`src/rtl/lutcfg_pkg.sv`:
```
package lutcfg_pkg;
    localparam int LUT_IN  = 4;
    localparam int ENTRIES = 1 << LUT_IN;

    typedef enum logic {
        ST_IDLE  = 1'b0,
        ST_INTEG = 1'b1
    } ctrl_state_e;

    // Differential decision of one table bit: strict unsigned compare.
    function automatic logic sense_bit(input logic [15:0] a, input logic [15:0] b);
        return (a > b);
    endfunction
endpackage

```
`src/rtl/pair_sense.sv`:
```
module pair_sense
    import lutcfg_pkg::*;
#(
    parameter int SAMP_W = 8
) (
    input  logic [ENTRIES*SAMP_W-1:0] pa,
    input  logic [ENTRIES*SAMP_W-1:0] pb,
    output logic [ENTRIES-1:0]        bits
);
    for (genvar e = 0; e < ENTRIES; e++) begin : g_pair
        logic [15:0] va, vb;
        always_comb begin
            va = 16'(pa[e*SAMP_W +: SAMP_W]);
            vb = 16'(pb[e*SAMP_W +: SAMP_W]);
            bits[e] = sense_bit(va, vb);
        end
    end
endmodule

```
`src/rtl/integ_ctrl.sv`:
```
module integ_ctrl
    import lutcfg_pkg::*;
#(
    parameter int CNT_W = 8
) (
    input  logic             clk,
    input  logic             rst,
    input  logic             load_req,
    input  logic [CNT_W-1:0] integ_cycles,
    output logic             busy,
    output logic             done,
    output logic             capture
);
    ctrl_state_e      state;
    logic [CNT_W-1:0] remain;
    logic [CNT_W-1:0] start_val;

    always_comb begin
        start_val = (integ_cycles == '0) ? CNT_W'(1) : integ_cycles;
        busy      = (state == ST_INTEG);
        capture   = busy && (remain == CNT_W'(1));
    end

    always_ff @(posedge clk) begin
        if (rst) begin
            state  <= ST_IDLE;
            remain <= '0;
            done   <= 1'b0;
        end else begin
            done <= 1'b0;
            case (state)
                ST_IDLE: begin
                    if (load_req) begin
                        state  <= ST_INTEG;
                        remain <= start_val;
                    end
                end
                ST_INTEG: begin
                    if (remain == CNT_W'(1)) begin
                        state  <= ST_IDLE;
                        remain <= '0;
                        done   <= 1'b1;
                    end else begin
                        remain <= remain - CNT_W'(1);
                    end
                end
                default: state <= ST_IDLE;
            endcase
        end
    end
endmodule

```
`src/rtl/lut_cell.sv`:
```
module lut_cell
    import lutcfg_pkg::*;
(
    input  logic              clk,
    input  logic              rst,
    input  logic              capture,
    input  logic [ENTRIES-1:0] new_bits,
    input  logic [LUT_IN-1:0] sel,
    output logic [ENTRIES-1:0] table_q,
    output logic              y
);
    always_ff @(posedge clk) begin
        if (rst)
            table_q <= '0;
        else if (capture)
            table_q <= new_bits;
    end

    assign y = table_q[sel];
endmodule

```
`src/rtl/lutcfg_array.sv`:
```
module lutcfg_array
    import lutcfg_pkg::*;
#(
    parameter int N_COLS = 2,
    parameter int N_ROWS = 3,
    parameter int SAMP_W = 8,
    parameter int CNT_W  = 8
) (
    input  logic                                    clk,
    input  logic                                    rst,
    input  logic                                    load_req,
    input  logic [CNT_W-1:0]                        integ_cycles,
    input  logic [N_COLS*N_ROWS*ENTRIES*SAMP_W-1:0] samp_a,
    input  logic [N_COLS*N_ROWS*ENTRIES*SAMP_W-1:0] samp_b,
    input  logic [N_COLS*N_ROWS*LUT_IN-1:0]         lut_sel,
    output logic [N_COLS*N_ROWS-1:0]                lut_out,
    output logic                                    busy,
    output logic                                    done
);
    localparam int N_BLK = N_COLS * N_ROWS;
    localparam int TAB_W = N_BLK * ENTRIES;
    localparam int PG_W  = ENTRIES * SAMP_W;

    logic             capture;
    logic [TAB_W-1:0] cfg_bits;

    integ_ctrl #(.CNT_W(CNT_W)) u_ctrl (
        .clk          (clk),
        .rst          (rst),
        .load_req     (load_req),
        .integ_cycles (integ_cycles),
        .busy         (busy),
        .done         (done),
        .capture      (capture)
    );

    for (genvar r = 0; r < N_ROWS; r++) begin : g_row
        for (genvar c = 0; c < N_COLS; c++) begin : g_col
            localparam int B = r * N_COLS + c;
            logic [ENTRIES-1:0] sensed;

            pair_sense #(.SAMP_W(SAMP_W)) u_sense (
                .pa   (samp_a[B*PG_W +: PG_W]),
                .pb   (samp_b[B*PG_W +: PG_W]),
                .bits (sensed)
            );

            lut_cell u_cell (
                .clk      (clk),
                .rst      (rst),
                .capture  (capture),
                .new_bits (sensed),
                .sel      (lut_sel[B*LUT_IN +: LUT_IN]),
                .table_q  (cfg_bits[B*ENTRIES +: ENTRIES]),
                .y        (lut_out[B])
            );
        end
    end
endmodule

```
`config.mk`:
```
export PLATFORM = sky130hd
export DESIGN_NAME = lutcfg_array
export DESIGN_NICKNAME = d
export VERILOG_FILES = /design/src/rtl/lutcfg_pkg.sv /design/src/rtl/pair_sense.sv /design/src/rtl/integ_ctrl.sv /design/src/rtl/lut_cell.sv /design/src/rtl/lutcfg_array.sv
export SDC_FILE = /design/constraint.sdc
export NUM_CORES = 1
export LEC_CHECK = 0
export ABC_AREA = 0
export BUFFER_PORTS_ARGS = -buffer_cell sky130_fd_sc_hd__buf_2
export CAP_MARGIN = 20
export CELL_PAD_IN_SITES_DETAIL_PLACEMENT = 1
export CELL_PAD_IN_SITES_GLOBAL_PLACEMENT = 1
export CORE_AREA = 5 5 618 620
export DETAILED_ROUTE_END_ITERATION = 10
export DIE_AREA = 0 0 623 625
export PLACE_DENSITY_LB_ADDON = 0.08
export SYNTH_ARGS = -nofsm -noshare
export SYNTH_HDL_FRONTEND = slang
export SYNTH_HIERARCHICAL = 1
export SYNTH_SLANG_ARGS = --single-unit
```
`constraint.sdc`:
```
create_clock -name clk -period 2.6 [get_ports clk]
set_input_delay 0 -clock clk [delete_from_list [all_inputs] [get_ports clk]]
set_output_delay 0 -clock clk [all_outputs]
set_load 0.05 [all_outputs]
```
==> key figures <==
Run status
  • Status: finished clean

Die
  • Initial Util: 0.0665
  • Row cnt: between 200 and 250
  • Core ar.: ~0.37 sq mm
  • Chip Height: about 630 microns
  • Die width: 623 microns
  • Die area: a little under 0.4 sq mm
  • I/O pins: 1579

Run
  • Max-cap violations: 0

Logic synthesis
  • Post-Syn Area per Cell: around 8.3 sq um
  • Post-synth EDFFs: 0
  • Syn_nets: about 5400
  • Syn Std Cell Area: 0.0249 sq mm
  • Ys flop type: dfxtp_1
  • Post-Syn Instances: slightly above 3000
  • Asr flop ratio synth: 0
  • Yosys Warn Count: 6
  • Seq cells post-synth: 106
  • Post-synthesis sequential area ratio: 0.0851
  • Cell variety after synth: 33

Clocking
  • Clock Latency Late Sink: roughly 450 ps
  • Post-CTS resize count: 0
  • Hold buffer count at cts: 8
  • CTS buffer count: 9
  • Clock buffer depth: 2
  • TritonCTS clock tree: built
  • Post-CTS Setup Inserts: 0
  • H-tree Lvls: 3
  • CTS Root Cell: clkbuf_16
  • CTS Sinks: between 100 and 150
  • Clock-pin transition on the worst setup and hold timing paths: ~100 ps

Global route
  • First-pass GRT wire length: 306000 microns
  • Pin count of the biggest net entering global routing: 60
  • Remaining Overflow, GRT: 0
  • Antenna violations before repair: between 400 and 500
  • Total GRT Usage: 0.118
  • Vias in the first global route: about 31000

Final layout
  • Layout net count: 6947
  • Area of the multi-input gates: a little under 0.02 sq mm
  • Share of layout cells above drive strength 1: 0.412
  • Finished Layout Cells: just under 10000
  • Filler Cell Count: approximately 45000
  • Fin area: 0.0397 sq mm
  • Area Overhead vs Synth: 59.1%
  • Register area: around 0.0021 sq mm

Critical path
  • Critical path startpoint category: flip-flop
  • Worst-path fanout max: 21
  • Data required, critical path: 2910 ps
  • Kind of end point of the critical path: flip-flop
  • Start of the worst register-to-register path: u_ctrl/remain[2]
  • Setup Crit Path Kind: reg2reg
  • Crit path launch: u_ctrl/remain[2]
  • Worst EP arrival: approximately 2600 ps

Route
  • Vias per inst: between 3 and 4
  • Routed wire per std cell: approximately 25 microns
  • Routed WL: ~240000 microns
  • Detail Route Antenna Nets: 0
  • Vias: roughly 29000
  • DR DRC count: 0
  • Initial DRC count: around 940
  • DR pass1 iterations: 5

Timing
  • Setup ws final: between 300 and 400 ps
  • Max Slew Vio Count: 0
  • TNS Setup: 0 ps
  • Slew @ Worst Pin: around 600 ps
  • Max_slew headroom: 0.601
  • F_max: 436 MHz
  • Tcrit/Tclk final: 0.882
  • Setup violations, final: 0
  • Hold WS: between 70 and 80 ps
  • Clock skew: roughly 21 ps
  • Final hold vios: 0
  • RSZ-0062 raised after global routing: false
  • Final min period: 2290 ps

Place
  • Buffers on Ports: between 1500 and 2000
  • Post-Place Worst Slack: roughly 300 ps
  • Placed insts: roughly 9600
  • Gpl congestion: a little over 0.8
  • Placement Cell Area: a little under 0.04 sq mm
  • DPL Wire Length: roughly 230000 microns

Power
  • PD cells: approximately 220 mW/mm^2
  • Max VDD drop: about 0.38 mV
  • Lkg Pwr: 20.5 nW

Min path
  • Worst min-delay path startpoint: rst
  • Worst Hold Class: in2reg
==> sequential cells by signal, indices dropped and copies added (netlist names) <==
name and flops:
u_ctrl/remain 8, g_row.g_col.u_cell/table_q 96, u_ctrl/done 1, u_ctrl/busy 1
==> where the power goes <==
part           switching, mW  leakage (nW)  internal, mW
registers             0.0352         0.856          1.66
logic                   2.90          19.5          2.53
clock network          0.977         0.133         0.662
total                   3.92          20.5          4.85
==> placed cells by master, fill, tap and decap left out, types with 96 or more instances in the layout <==
cell type	netlist	routed
buf_2	12	1577
inv_1	774	774
ha_1	770	770
a21oi_1	291	291
nand4_1	192	192
mux2i_1	116	116
nor2_1	107	107
dfxtp_1	106	106
o22a_1	99	99
o21ai_0	97	97
nand2_1	96	96
nor2b_4	96	96
o211ai_2	96	96
a21oi_2	96	96
==> worst max-delay path, cell delays in order, from the launching register on <==
cell     delay, ps
dfxtp_1        370
or4_4          560
nor2_1         190
and3_4         260
buf_12         180
buf_12         230
mux2i_1        210
nor2_1          60
==> per-layer routing <==
layer,track usage,vias up,routed length [microns]
li1,-,13900,-
met1,0.136,13400,95000
met2,0.225,1337,124000
met3,0.0317,715,15300
met4,0.00830,138,4630
met5,0,-,909
==> per-stage QoR <==
| stage | total power [mW] | utilization |
|---|---|---|
| 2_1_floorplan | 4.49 | - |
| 3_3_place_gp | 7.39 | 0.104 |
| 3_5_place_dp | 7.36 | 0.104 |
| 4_1_cts | 9.27 | 0.105 |
| 5_1_grt | 9.79 | 0.105 |
| 6_report | 8.77 | 0.106 |
==> logic make-up after synthesis <==
kind of cell	after synthesis	synth area share
buffers and inverters	801	0.121
adder cells (fa/ha/maj)	770	0.386
AO/OA/AOI/OAI	691	0.199
AND/OR/NAND/NOR	508	0.136
multiplexers	140	0.0718
flip-flops	106	0.0851
XOR/XNOR	3	0.00105
==> cell usage after synthesis (all sizes together), types with 3 or more instances <==
| master | count | share of area |
|---|---|---|
| inv | 774 | 0.12 |
| ha | 770 | 0.39 |
| a21oi | 387 | 0.092 |
| nand4 | 192 | 0.048 |
| mux2i | 116 | 0.047 |
| nor2 | 107 | 0.016 |
| dfxtp | 106 | 0.085 |
| nor2b | 99 | 0.054 |
| o22a | 99 | 0.035 |
| o21ai | 97 | 0.019 |
| nand2 | 96 | 0.014 |
| o211ai | 96 | 0.048 |
| mux4 | 24 | 0.025 |
| buf | 20 | 0.0036 |
| nor3 | 8 | 0.0016 |
| clkbuf | 7 | 0.0011 |
| a211oi | 3 | 0.00090 |
| xnor2 | 3 | 0.0011 |
==> worst paths after layout <==
kind / depth (start not counted) / end / slack (ps)
worst max-delay path: 7 / g_row[2].g_col[1].u_cell/table_q[10] / 310
worst min register to register: 2 / g_row[1].g_col[1].u_cell/table_q[5] / 500
worst max register to register: 7 / g_row[2].g_col[1].u_cell/table_q[10] / 310
worst min-delay path: 2 / g_row[0].g_col[1].u_cell/table_q[3] / 80
==> layout make-up <==
class | count | area share
multi-input cells | 2112 | 0.499
repair buffers | 1603 | 0.206
well taps | 4994 | 0.157
inverters | 774 | 0.0732
flip-flops and latches | 106 | 0.0535
clock buffers | 9 | 0.00567
diodes | 69 | 0.00435
clock inverters | 7 | 0.00129
(Power assumes the default switching activity.)
